## config.mk

```make
export PLATFORM = sky130hd
export DESIGN_NAME = lpc_hc_regs
export DESIGN_NICKNAME = d
export VERILOG_FILES = /design/src/rtl/lpc_hc_pkg.sv /design/src/rtl/lpc_hc_cfg.sv /design/src/rtl/lpc_hc_status.sv /design/src/rtl/lpc_hc_rdmux.sv /design/src/rtl/lpc_hc_regs.sv
export SDC_FILE = /design/constraint.sdc
export NUM_CORES = 1
export LEC_CHECK = 0
export CORE_MARGIN = 5
export CORE_UTILIZATION = 30
export CTS_CLUSTER_SIZE = 20
export DETAILED_ROUTE_END_ITERATION = 8
export PLACE_DENSITY = 0.57
export REMOVE_ABC_BUFFERS = 1
export SYNTH_ARGS = -nofsm -noshare
export SYNTH_HDL_FRONTEND = slang
export SYNTH_SLANG_ARGS = --single-unit
export TNS_END_PERCENT = 50
```

## constraint.sdc

```tcl
create_clock -name clk -period 3.9 [get_ports clk]
set_input_delay 0.78 -clock clk [delete_from_list [all_inputs] [get_ports clk]]
set_output_delay 0.78 -clock clk [all_outputs]
set_load 0.05 [all_outputs]
```

## src/rtl/lpc_hc_pkg.sv

```systemverilog
package lpc_hc_pkg;

    localparam int DATA_W = 32;

    localparam logic [31:0] OFS_SEG   = 32'h24;
    localparam logic [31:0] OFS_ACC   = 32'h28;
    localparam logic [31:0] OFS_SIRQ  = 32'h30;
    localparam logic [31:0] OFS_MASK  = 32'h34;
    localparam logic [31:0] OFS_STAT  = 32'h38;
    localparam logic [31:0] OFS_ERR   = 32'h40;

    localparam logic [DATA_W-1:0] ACC_RESET = 32'h0200_0000;

    // status layout: serial irqs 31..15, LPC reset 10, sync/bus-master 7..0
    localparam logic [DATA_W-1:0] STAT_SIRQ = 32'hFFFF_8000;
    localparam logic [DATA_W-1:0] STAT_LRST = 32'h0000_0400;
    localparam logic [DATA_W-1:0] STAT_SYNC = 32'h0000_00FF;
    localparam logic [DATA_W-1:0] STAT_IMPL = STAT_SIRQ | STAT_LRST | STAT_SYNC;

    typedef enum logic [2:0] {
        SEL_SEG,
        SEL_ACC,
        SEL_SIRQ,
        SEL_MASK,
        SEL_STAT,
        SEL_ERR,
        SEL_NONE
    } reg_sel_e;

    typedef struct packed {
        logic [DATA_W-1:0] seg;
        logic [DATA_W-1:0] acc;
        logic [DATA_W-1:0] sirq;
        logic [DATA_W-1:0] mask;
        logic [DATA_W-1:0] err;
    } cfg_regs_t;

    function automatic reg_sel_e decode_ofs(input logic [31:0] ofs);
        reg_sel_e s;
        case (ofs)
            OFS_SEG:  s = SEL_SEG;
            OFS_ACC:  s = SEL_ACC;
            OFS_SIRQ: s = SEL_SIRQ;
            OFS_MASK: s = SEL_MASK;
            OFS_STAT: s = SEL_STAT;
            OFS_ERR:  s = SEL_ERR;
            default:  s = SEL_NONE;
        endcase
        return s;
    endfunction

endpackage

```

## src/rtl/lpc_hc_cfg.sv

```systemverilog
module lpc_hc_cfg
    import lpc_hc_pkg::*;
(
    input  logic              clk,
    input  logic              rst,
    input  reg_sel_e          sel_i,
    input  logic              we_i,
    input  logic [DATA_W-1:0] wdata_i,
    input  logic              err_load_i,
    input  logic [DATA_W-1:0] err_addr_i,
    output cfg_regs_t         cfg_o
);

    cfg_regs_t cfg_q;

    always_ff @(posedge clk) begin
        if (rst) begin
            cfg_q.seg  <= '0;
            cfg_q.acc  <= ACC_RESET;
            cfg_q.sirq <= '0;
            cfg_q.mask <= '0;
            cfg_q.err  <= '0;
        end else begin
            if (we_i) begin
                case (sel_i)
                    SEL_SEG:  cfg_q.seg  <= wdata_i;
                    SEL_ACC:  cfg_q.acc  <= wdata_i;
                    SEL_SIRQ: cfg_q.sirq <= wdata_i;
                    SEL_MASK: cfg_q.mask <= wdata_i & STAT_IMPL;
                    default:  ;
                endcase
            end
            if (err_load_i)
                cfg_q.err <= err_addr_i;
        end
    end

    assign cfg_o = cfg_q;


    err_ro_chk: assert property (@(posedge clk) disable iff (rst)
        (we_i && sel_i == SEL_ERR && !err_load_i) |=> $stable(cfg_q.err));


    acc_hold_chk: assert property (@(posedge clk) disable iff (rst)
        !(we_i && sel_i == SEL_ACC) |=> $stable(cfg_q.acc));

endmodule

```

## src/rtl/lpc_hc_status.sv

```systemverilog
module lpc_hc_status
    import lpc_hc_pkg::*;
(
    input  logic              clk,
    input  logic              rst,
    input  logic [DATA_W-1:0] evt_i,
    input  logic [DATA_W-1:0] clr_i,
    input  logic [DATA_W-1:0] mask_i,
    output logic [DATA_W-1:0] stat_o,
    output logic              irq_o
);

    logic [DATA_W-1:0] stat_q;
    logic [DATA_W-1:0] set_v;
    logic              irq_q;

    assign set_v = evt_i & STAT_IMPL;

    always_ff @(posedge clk) begin
        if (rst) begin
            stat_q <= '0;
            irq_q  <= 1'b0;
        end else begin
            stat_q <= (stat_q & ~clr_i) | set_v;
            irq_q  <= |(stat_q & mask_i);
        end
    end

    assign stat_o = stat_q;
    assign irq_o  = irq_q;


    set_wins_chk: assert property (@(posedge clk) disable iff (rst)
        !$past(rst) |-> ((stat_q & $past(set_v)) == $past(set_v)));


    w1c_chk: assert property (@(posedge clk) disable iff (rst)
        !$past(rst) |-> ((stat_q & $past(clr_i & ~set_v)) == '0));


    irq_quiet_chk: assert property (@(posedge clk) disable iff (rst)
        (!$past(rst) && $past((stat_q & mask_i) == '0)) |-> !irq_o);

endmodule

```

## src/rtl/lpc_hc_rdmux.sv

```systemverilog
module lpc_hc_rdmux
    import lpc_hc_pkg::*;
(
    input  reg_sel_e          sel_i,
    input  cfg_regs_t         cfg_i,
    input  logic [DATA_W-1:0] stat_i,
    output logic [DATA_W-1:0] rdata_o
);

    always_comb begin
        case (sel_i)
            SEL_SEG:  rdata_o = cfg_i.seg;
            SEL_ACC:  rdata_o = cfg_i.acc;
            SEL_SIRQ: rdata_o = cfg_i.sirq;
            SEL_MASK: rdata_o = cfg_i.mask;
            SEL_STAT: rdata_o = stat_i;
            SEL_ERR:  rdata_o = cfg_i.err;
            default:  rdata_o = '1;
        endcase
    end

endmodule

```

## src/rtl/lpc_hc_regs.sv

```systemverilog
module lpc_hc_regs
    import lpc_hc_pkg::*;
#(
    parameter int ADDR_W = 12
) (
    input  logic              clk,
    input  logic              rst,
    input  logic [ADDR_W-1:0] bus_addr,
    input  logic [3:0]        bus_be,
    input  logic              bus_we,
    input  logic [31:0]       bus_wdata,
    output logic [31:0]       bus_rdata,
    input  logic [31:0]       evt_set,
    input  logic              err_load,
    input  logic [31:0]       err_addr_i,
    output logic              irq_o
);

    logic [31:0]       ofs_ext;
    logic              full_acc;
    reg_sel_e          sel;
    cfg_regs_t         cfg;
    logic [DATA_W-1:0] stat;
    logic [DATA_W-1:0] clr;

    assign ofs_ext  = 32'(bus_addr);
    assign full_acc = (bus_be == 4'hF);
    assign sel      = full_acc ? decode_ofs(ofs_ext) : SEL_NONE;
    assign clr      = (bus_we && sel == SEL_STAT) ? bus_wdata : '0;

    lpc_hc_cfg u_cfg (
        .clk        (clk),
        .rst        (rst),
        .sel_i      (sel),
        .we_i       (bus_we),
        .wdata_i    (bus_wdata),
        .err_load_i (err_load),
        .err_addr_i (err_addr_i),
        .cfg_o      (cfg)
    );

    lpc_hc_status u_status (
        .clk    (clk),
        .rst    (rst),
        .evt_i  (evt_set),
        .clr_i  (clr),
        .mask_i (cfg.mask),
        .stat_o (stat),
        .irq_o  (irq_o)
    );

    lpc_hc_rdmux u_rdmux (
        .sel_i   (sel),
        .cfg_i   (cfg),
        .stat_i  (stat),
        .rdata_o (bus_rdata)
    );


    partial_rd_chk: assert property (@(posedge clk) disable iff (rst)
        (bus_be != 4'hF) |-> (bus_rdata == 32'hFFFF_FFFF));

endmodule

```

Word level (Yosys, flattened, before mapping):

Index checks and enable logic that the tools add are counted.

* output and inout bits: 33
* logic and storage cells: 34
* input bits: 116
* flip-flop bits (word level): 187

* muxes and demuxes: 4
* equal/unequal tests: 12
* bitwise gates (word level): 4
* reductions and logical operators: 7

Operator list (number)
* $pmux W32 S6: 1
* $and A32 B32 Y32: 2
* $eq A12 B6 Y1 const B: 5
* $mux W32: 1
* $not A32 Y32: 1
* $or A32 B32 Y32: 1
* $reduce_or A32 Y1: 1
* $pmux W3 S6: 1
* $eq A12 B7 Y1 const B: 1
* $reduce_and A2 Y1: 4
* $eq A3 B2 Y1 const B: 2
* $eq A3 B3 Y1 const B: 2
* $eq A4 B4 Y1 const B: 1
* $eq A3 B1 Y1 const B: 1
* $logic_not A3 Y1: 1
* $mux W3: 1
* $logic_and A1 B1 Y1: 1

Logic depth before layout (Yosys ltp):

Gate-level depths: netlist of the first run.

* depth after elaboration: 9
* gate-level depth with buffers: 9
* gate-level depth less buffers: 5

Cells and area by module:

Synthesis of the first run repeated with hierarchy kept, for this count alone.

* cells, all modules: 1018
* area total of the unflattened synthesis: 9459.1 µm²

Modules (own cells, without submodules)
* lpc_hc_cfg: cells each 547, seq. area each 3083.0 µm², times used 1, area each 6025.8 µm²
* lpc_hc_rdmux: cells each 233, seq. area each 0.0 µm², times used 1, area each 1559.0 µm²
* lpc_hc_status: cells each 143, seq. area each 660.6 µm², times used 1, area each 1221.2 µm²
* lpc_hc_regs: cells each 95, seq. area each 0.0 µm², times used 1, area each 653.1 µm²

Worst setup path after synthesis of the first run:

No wires, ideal clock.

* kind: input-to-output
* start point: input port bus_addr[2]
* end point: output port bus_rdata[3]
* required time: 3120 ps
* slack: -75 ps
* stages on the path: 7
* arrival time: 3195 ps
* path buffers: 3
* path through: buf_2 -> or4_1 -> buf_2 -> a2111oi_4 -> buf_2 -> a31oi_1 -> o221ai_1

* word-level cells in the longest chain between the ends: 5

Ends and longest elaborated chain
* start: declaration: line lpc_hc_regs.sv:8 `input logic [ADDR_W-1:0] bus_addr,`
* $eq A12 B7 Y1 or $eq A12 B6 Y1 (tied branches): line lpc_hc_pkg.sv:40 `case (ofs)`
* $pmux W3 S6 (*): line lpc_hc_pkg.sv:40
* $mux W3 (*): line lpc_hc_regs.sv:28 `assign sel = full_acc ? decode_ofs(ofs_ext) : SEL_NONE;`
* $eq A3 B3 Y1 (tied with other cells): line lpc_hc_rdmux.sv:11 `case (sel_i)`
* $pmux W32 S6 (*): line lpc_hc_rdmux.sv:11
* end: declaration: line lpc_hc_regs.sv:12 `output logic [31:0] bus_rdata,`

Mark *: on every way between the ends. The rest lies on a longest branch, timed or not.

Worst setup path after layout of the first run:

* start point: input port bus_addr[1]
* end point: output port bus_rdata[25]

The elaborated chain is that of the path after synthesis.

==> results.md, run 1 <==
* Status: completed
* Min-Delay Path Class: reg2reg
* Final Slew Violations at 0
* Clk buf depth at 2
* Multi-input gate area at 4578 um^2
* GRT Overall Usage at 16.41%
* Worst Max-Slew Pin Slew at 1.107 ns
* CP Class: in2out
* Vias at 7778
* Worst-case reg-to-reg path depth at 4
* Vias in the first global route at 7496
* Cell breakdown of the critical path: clkdlybuf4s50_1, or4_4, a2111oi_4, buf_4, buf_4, nor2_1, a211o_1, buf_4
* Largest fanout on the critical path at 7
* RR Startpoint: u_status.stat_o[16]
* Element type at the critical path end: output pin
* Period utilization at 98.91%
* CP Launch Point: bus_addr[1]
* Pleak at 4.431 nW
* Placer Congestion at 0.8108
* Die width at 180.4 um
* Starting Density at 30.34%
* Die Y at 180.4 um
* Main synth FF type: dfxtp_1
* CTS H-Tree Depth at 4
* PnR worst setup slack at 0.04236 ns
* WL/cell at 18.15 um
* Hold Slack at 0.4476 ns
* Num CTS Buffers at 17
* Max Cap Viol at 0
* Required time of the worst setup path at 3.12 ns
* Placeable Area at 28700 um^2
* Total gr overflow at 0
* Vias/cell at 5.002
* Clock net sink count at 187
* Cells after Synth at 1002
* Critical Path Slowest Stage Cell: or4_4
* Pwr Density at 352.3 nW/um^2
* Fin nets at 1275
* Post-synth EDFFs at 0
* CTS Root Cell: clkbuf_16
* Max incr delay on CP at 0.57 ns
* Avg Cell Area, Syn at 8.691 um^2
* Die area at 32540 um^2
* Detailed placer's ending HPWL at 19220 um
* # fillers at 2892
* Peak Freq at 259.2 MHz
* Count of cell types in the netlist at 53
* Detailed Route WL at 28220 um
* FF+latch area at 3744 um^2
* Final hold vios at 0
* Ys async rst share at 0%
* Max transition margin at 26.17%
* First-pass GRT wire length at 42760 um
* FP Rows at 62
* Crit path top cell by count: buf_4
* Port Buffers at 142
* Clk_skew at 0.005835 ns
* Worst EP arrival at 3.08 ns
* TritonRoute pass-1 iters at 5
* Layout cells sized above 1 at 19.73%
* Hold path start: u_status.stat_o[12]
* Synth Register Bits at 187
* Synth Cell Area at 8708 um^2
* CP startpoint kind: input port
* Crit path time final at 3.858 ns
* # setup viols final at 0
* Initial antenna violation count at 0
* Place WS at -0.1843 ns
* RSZ-0062 raised after global routing: yes
* Post-synthesis sequential area ratio at 42.99%
* I/O Pins at 149
* VDD IR max at 247.3 uV
* Clk pin slew, worst setup/hold paths at 0.07 ns
* Worst-Skew Late Latency at 0.44 ns
* Routed Antenna Nets at 0
* Diodes inserted at 0
* Residual DRC count at 0
* Hold path depth at 2
* Area Growth Syn to Fin at 37.33%
* Yosys warning total at 0
* CTS tree: yes
* Largest net degree at the start of global routing at 117
* DRT iter0 DRCs at 496
-- flip-flops by register name, indices dropped and copies added, names as in the netlist --
signal and count:
u_status.irq_o 1, u_cfg.cfg_o 154, u_status.stat_o 32
-- worst max-delay path, delay by kind of cell --
kind	cells	cell delay, ns
buf+inv	4	0.94
simple gates	2	0.71
compound gates	2	0.63
-- per-stage QoR --
step           area [um^2]  power, W  util (%)  setup TNS [ns]  cells
6_report             11960  0.004213     41.67               0   1555
5_1_grt              11960  0.004352     41.67         -0.1170   1555
4_1_cts              11700  0.004255     40.75         -0.1206   1546
3_3_place_gp         10940  0.002329     38.10          -3.056   1511
3_5_place_dp         10940  0.002334     38.10          -3.204   1511
2_1_floorplan         8279  0.002099         -          -68.82    924
-- cells by family (layout without fill, tap and decap cells) --
kind of cell           after synthesis  in the layout  share of synthesized area, %
buffers and inverters              117            286                         6.609
multiplexers                       120            120                         13.97
AND/OR/NAND/NOR                    346            346                         17.39
flip-flops                         187            187                         42.99
AO/OA/AOI/OAI                      232            232                         19.05
-- layout by cell type, fill, tap and decap left out, drive strengths merged, types with 10 or more instances in the layout --
master         instances
clkbuf                24
o211ai                14
o221ai                12
inv                   42
nor2                 114
a41oi                 14
clkdlybuf4s50        100
a21oi                111
a221oi                10
buf                  102
mux2                  12
dfxtp                187
nand2                184
mux2i                108
a311oi                27
-- cells in the mapped netlist, types with 2 or more instances --
cell	count	share of area, %
dfxtp_1	187	43
nand2_1	164	7.1
nor2_1	114	4.9
mux2i_1	108	12
a21oi_1	91	5.2
clkbuf_1	40	1.7
inv_1	39	1.7
a311oi_1	27	2.7
a21oi_2	20	2.0
nand2_2	20	1.4
buf_2	17	0.98
a41oi_1	14	1.4
o211ai_1	14	1.2
mux2_2	12	1.6
o221ai_1	12	1.2
a221oi_1	10	1.0
a31oi_1	9	0.65
buf_6	9	1.2
nor2b_1	9	0.65
a211o_1	7	0.70
a22oi_1	7	0.60
o22ai_1	7	0.50
buf_1	6	0.26
nand2b_1	6	0.43
a32o_1	4	0.46
and3_1	4	0.29
clkbuf_8	4	0.63
nand3_1	4	0.23
a22o_1	3	0.30
nand4_1	3	0.22
nor3_1	3	0.17
a2111oi_4	2	0.63
buf_4	2	0.17
nand3b_1	2	0.17
o21ai_0	2	0.11
or3_1	2	0.14
or4_4	2	0.26
-- layer usage --
layer  GRT usage (%)  share of wire [%]  vias up
met1           22.77                 47     3708
met2           26.43                 47      215
met3           2.644                4.0       30
li1                -                  -     3825
met5               0                  0        -
met4           4.809                1.7        0
-- report_power, final --
part | switching, W | total, W | internal, W | leakage (nW)
clock network | 0.000779 | 0.00192 | 0.00114 | 0.304
registers | 0.0000313 | 0.00198 | 0.00195 | 1.52
logic | 0.000149 | 0.000312 | 0.000163 | 2.61
total | 0.000959 | 0.00421 | 0.00325 | 4.43
-- timing repair --
action | in CTS | in global routing
setup buffers | 3 | 7
cloned | 1 | 2
pin swaps | 8 | 9
resized for setup | 17 | 38
hold buffers | 0 | 0
endpoints found under the setup margin | 32 | 25
-- path summary, 6_finish.rpt --
path	endpoint	slack, ns
setup / recovery	bus_rdata[25]	0.04
hold / removal	u_status.stat_o[12]	0.45
setup reg to reg	u_status.irq_o	2.56
hold reg to reg	u_status.stat_o[12]	0.45
-- final cells by class --
cell class	count	area share (%)
Clock buffer	18	3.589
Clock inverter	13	1.810
Inverter	39	1.224
Multi-Input combinational cell	698	38.28
Sequential cell	187	31.30
Tap cell	384	4.018
Timing Repair Buffer	216	19.77
(Power assumes the default switching activity.)
==> inputs of run 2 (changes only) <==
Settings changed: CORE_MARGIN 5 to unset.
==> results.md, run 2 (synthesis gave the netlist of run 1 again) <==
* Status: completed
* Pwr Density at 337.9 nW/um^2 (-4.1%)
* Crit path time final at 3.826 ns (-0.03122 ns)
* Placer Congestion at 0.8077 (-0.38%)
* Port Buffers at 142 (unchanged)
* Die area at 29710 um^2 (-8.7%)
* Post-Route Utilization at 41.21% (-0.46 points)
* Largest fanout on the critical path at 13 (+6)
* Largest net degree at the start of global routing at 70 (-40%)
* Detailed placer's ending HPWL at 18310 um (-4.7%)
* CP startpoint kind: input port
* Peak Freq at 261.3 MHz (+0.82%)
* TritonRoute pass-1 iters at 5 (unchanged)
* DRT iter0 DRCs at 524 (+5.6%)
* Clk buf depth at 2 (unchanged)
* CTS H-Tree Depth at 4 (unchanged)
* Initial antenna violation count at 0 (unchanged)
* Crit path top cell by count: buf_12
* Residual DRC count at 0 (unchanged)
* I/O Pins at 149 (unchanged)
* Clock net sink count at 187 (unchanged)
* Pleak at 4.367 nW (-1.4%)
* Max FFs per register at 154 (unchanged)
* Non-Filler Instances at 1550 (-0.32%)
* Final Slew Violations at 0 (unchanged)
* Worst EP arrival at 3.05 ns (-0.03 ns)
* Commonest non-fill, non-tap cell in the layout: dfxtp_1
* Critical Path Slowest Stage Cell: clkdlybuf4s50_1
* Num CTS Buffers at 17 (unchanged)
* Worst Max-Slew Pin Slew at 1.102 ns (-0.005796 ns)
* CTS tree: yes
* Placed cell count at 1511 (unchanged)
* Period utilization at 98.11% (-0.80 points)
* Die Y at 172.4 um (-4.4%)
* Required time of the worst setup path at 3.12 ns (about the same)
* Vias in the first global route at 7627 (+1.7%)
* Multi-input gate area at 4546 um^2 (-0.71%)
* Routed Antenna Nets at 0 (unchanged)
* Commonest cells after routing, fill and taps aside: 187 x dfxtp_1, 163 x nand2_1, 113 x nor2_1
* Clk pin slew, worst setup/hold paths at 0.06 ns (about the same)
* Layout cells sized above 1 at 18.78% (-0.94 points)
* Placeable Area at 28630 um^2 (-0.27%)
* Vias/cell at 5.001 (about the same)
* Detailed Route WL at 27230 um (-3.5%)
* Final hold vios at 0 (unchanged)
* Clk_skew at 0.009286 ns (+0.003451 ns)
* Die width at 172.4 um (-4.4%)
* First-pass GRT wire length at 42190 um (-1.3%)
* CP Buf/Inv Count at 4 (unchanged)
* WL/cell at 17.57 um (-3.2%)
* Starting Density at 30.42% (+0.082 points)
* FP Rows at 62 (unchanged)
* Hold_buf cts at 0 (unchanged)
* Element type at the critical path end: output pin
* CP delay by family, top: buffers and inverters
* Area Growth Syn to Fin at 35.45%
* Max incr delay on CP at 0.50 ns (-0.07 ns)
* Max Cap Viol at 0 (unchanged)
* FF+latch area at 3744 um^2 (unchanged)
* Total gr overflow at 0 (unchanged)
* Fin nets at 1269 (-0.47%)
* Final setup TNS at 0 ns (unchanged)
* Vias at 7752 (-0.33%)
* Cell breakdown of the critical path: clkdlybuf4s50_1, nor4b_2, and3_1, nand2_2, buf_12, buf_12, mux2i_1, o211ai_1, clkbuf_16
* Max transition margin at 26.56% (+0.39 points)
* VDD IR max at 213.2 uV (-14%)
* # setup viols final at 0 (unchanged)
* Diodes inserted at 0 (unchanged)
* Min-Delay Path Class: reg2reg
* # fillers at 2822 (-2.4%)
* GRT Overall Usage at 18.64% (+2.2 points)
* Power, Total at 0.003985 W (-5.4%)
* Worst-Skew Late Latency at 0.44 ns (about the same)
* CTS Root Cell: clkbuf_16
* CP Class: in2out
run 2: changes by cell type in the layout (fill, tap and decap cells not counted), moves of 4 or more:
| cell | before | now |
|---|---|---|
| a41oi_1 | 6 | 12 |
| a41oi_2 | 8 | 2 |
| buf_12 | 25 | 31 |
| buf_4 | 68 | 59 |
| bufinv_16 | 5 | 1 |
| clkbuf_16 | 23 | 19 |
| o221ai_1 | 1 | 7 |
| o221ai_2 | 11 | 5 |
run 2: metrics by stage:
stage	hold slack [ns]	instance area [um^2]	setup slack [ns]
CTS	0.4488	11660	0.01389
global route	0.4647	11800	-0.04682
floorplan	0.4212	8279	-1.876
detailed placement	0.4346	10960	-0.1957
finish	0.4482	11800	0.07358
global placement	0.4321	10960	-0.2129
run 2: worst reg2reg max path, stage by stage (launching register included):
cell and delay (ns):
dfxtp_1 0.37, a22oi_1 0.34, nand3_1 0.16, nor2_1 0.17, a41oi_1 0.13
run 2: worst paths after layout:
check                      startpoint             endpoint  slack (ns)  depth (start not counted)
setup / recovery          bus_addr[0]        bus_rdata[27]        0.07                          9
hold / removal    u_status.stat_o[13]  u_status.stat_o[13]        0.45                          2
setup reg to reg  u_status.stat_o[16]       u_status.irq_o        2.60                          4
hold reg to reg   u_status.stat_o[13]  u_status.stat_o[13]        0.45                          2
run 2: power breakdown:
part           leakage (nW)  total (W)  internal [W]  switching [W]
Clock                 0.266    0.00169      0.000892       0.000798
Combinational          2.58   0.000317      0.000166       0.000151
Sequential             1.52    0.00198       0.00195      0.0000303
run 2: layout make-up:
class | instances | share of cell area (%)
multi-input cells | 698 | 38.54
flip-flops and latches | 187 | 31.74
repair buffers | 210 | 19.64
well taps | 384 | 4.073
clock buffers | 18 | 3.638
inverters | 39 | 1.241
clock inverters | 14 | 1.135
run 2: repair_timing:
item | in CTS | in global routing
pin swaps | 5 | 8
gates resized for setup | 28 | 20
setup endpoints to repair | 32 | 22
cloned | 1 | 1
buffers inserted | 2 | 3
run 2: layer usage:
metal  global-route usage, %  share of wire (%)
met1                   24.93                 47
met2                   30.72                 47
met3                   2.930                4.5
met4                   5.541                1.5
met5                       0                  0
==> inputs of run 3 (changes only) <==
Settings changed: DONT_BUFFER_PORTS set to 1, PLACE_DENSITY 0.57 to 0.51.
==> results.md, run 3 (synthesis gave the netlist of run 1 again) <==
* Status: completed
* Placed cell count at 1371 (-9.3%)
* Switching power at 0.0008589 W (-12%)
* Pwr Density at 385.0 nW/um^2 (+14%)
* Place WS at 0.1248 ns (+0.3204 ns)
* Worst Max-Slew Pin Slew at 0.8012 ns (-0.3003 ns)
* Required time of the worst setup path at 3.12 ns (about the same)
* Crit path time final at 3.693 ns (-0.1335 ns)
* Commonest non-fill, non-tap cell in the layout: dfxtp_1
* Clk_skew at 0.007402 ns (-0.001883 ns)
* Period utilization at 94.69% (-3.4 points)
* Final Slew Violations at 0 (unchanged)
* Peak Freq at 270.8 MHz (+3.6%)
* DRT iter0 DRCs at 370 (-29%)
* Layout cells sized above 1 at 15.51% (-3.3 points)
* Clk buf depth at 2 (unchanged)
* CP startpoint kind: input port
* Pleak at 3.546 nW (-19%)
* Initial antenna violation count at 0 (unchanged)
* Routed Antenna Nets at 0 (unchanged)
* Min-Delay Path Class: in2reg
* Detailed placer's ending HPWL at 17760 um (-3.0%)
* Fin nets at 1122 (-12%)
* Switching share of power at 22.39% (-2.2 points)
* CTS tree: yes
* Max Cap Viol at 0 (unchanged)
* TritonRoute pass-1 iters at 4 (-1)
* CTS Root Cell: clkbuf_16
* Diodes inserted at 0 (unchanged)
* Element type at the critical path end: output pin
* Final hold vios at 0 (unchanged)
* Post-CTS Repair Setup Buffers at 0 (-2)
* RSZ-0062 raised after global routing: no
* Port Buffers at 0 (-100%)
* Clock share of power at 45.7% (+3.3 points)
* FP Rows at 62 (unchanged)
* Vias/cell at 5.140 (+2.8%)
* Total gr overflow at 0 (unchanged)
* Area Growth Syn to Fin at 14.44%
* Num CTS Buffers at 17 (unchanged)
* Comb pwr share at 2.7% (-5.2 points)
* GRT Overall Usage at 18.70% (+0.052 points)
* Residual DRC count at 0 (unchanged)
* Detailed Route WL at 27130 um (-0.35%)
* Placeable Area at 28630 um^2 (unchanged)
* # fillers at 2949 (+4.5%)
* Worst-Skew Late Latency at 0.43 ns (about the same)
* VDD IR max at 225.0 uV (+5.6%)
* WL/cell at 19.34 um (+10%)
* Starting Density at 30.42% (unchanged)
* # setup viols final at 0 (unchanged)
* Cell Int Power at 0.002978 W (-0.91%)
* PnR worst setup slack at 0.2071 ns (+0.1335 ns)
* CP Class: in2out
* Max FFs per register at 154 (unchanged)
* Non-Filler Instances at 1403 (-9.5%)
* Die area at 29710 um^2 (unchanged)
* Vias in the first global route at 6927 (-9.2%)
* Max transition margin at 46.39% (+20 points)
* Die Y at 172.4 um (unchanged)
* Flop pwr share at 51.6% (+2.0 points)
* First-pass GRT wire length at 41280 um (-2.2%)
* Largest fanout on the critical path at 13 (unchanged)
* Clk pin slew, worst setup/hold paths at 0.07 ns (about the same)
* Worst EP arrival at 2.91 ns (-0.14 ns)
* Commonest cells after routing, fill and taps aside: 187 x dfxtp_1, 164 x nand2_1, 114 x nor2_1
* Vias at 7212 (-7.0%)
* Clock net sink count at 187 (unchanged)
* Placer Congestion at 0.7662 (-5.1%)
* Die width at 172.4 um (unchanged)
* CTS H-Tree Depth at 4 (unchanged)
* Largest net degree at the start of global routing at 188 (+170%)
* I/O Pins at 149 (unchanged)
## run 3: path summary, 6_finish.rpt
kind,slack (ns),depth (start not counted),end,startpoint
min reg2reg,0.45,2,u_status.stat_o[12],u_status.stat_o[12]
max,0.21,7,bus_rdata[20],bus_addr[3]
min,0.43,1,u_status.stat_o[9],bus_wdata[9]
max reg2reg,2.62,4,u_status.irq_o,u_status.stat_o[31]
## run 3: metrics by stage
stage          cell area (um^2)  TNS (ns)  total power (W)  hold WS, ns  util, %
6_report                   9966         0         0.003837       0.4280    34.82
5_1_grt                    9966         0         0.003983       0.4112    34.82
4_1_cts                    9960         0         0.003891       0.4041    34.79
3_5_place_dp               9375         0         0.002127       0.4332    32.75
3_3_place_gp               9375         0         0.002124       0.4319    32.75
2_1_floorplan              8279    -68.82         0.002099       0.4212        -
## run 3: power by group through the flow
stage	Sequential, W	Clock [W]	Combinational (W)
finish	0.00198	0.00175	0.000103
detailed placement	0.00202	0	0.000103
floorplan	0.00201	0	0.0000903
CTS	0.00198	0.00181	0.000104
global route	0.00198	0.00188	0.000117
global placement	0.00202	0	0.0000998
## run 3: layer usage
layer	wire, um	vias up	share of wire [%]	global-route usage (%)
li1	-	3538	-	-
met1	12580	3449	46	25.04
met2	12740	198	47	30.33
met3	1457	27	5.4	3.548
met4	354	0	1.3	5.464
met5	0	-	0	0
## run 3: repair_timing
item	in CTS	in global routing
hold buffers	0	0
setup endpoints to repair	0	10
hold endpoints to repair	0	0
resized for setup	0	1
## run 3: critical path: stages
cell and delay (ns):
or4b_2 0.66, a21oi_1 0.25, o211ai_1 0.25, buf_12 0.25
a221oi_1 0.28, o221ai_1 0.21, buf_4 0.23
## run 3: area by class of cell
cell class,instances,area (um^2),share of cell area [%]
Clock buffer,20,446.7,4.482
Clock inverter,12,137.6,1.381
Inverter,39,146.4,1.469
Multi-Input combinational cell,698,4413,44.28
Sequential cell,187,3744,37.56
Tap cell,384,480.5,4.821
Timing Repair Buffer,63,598.1,6.001
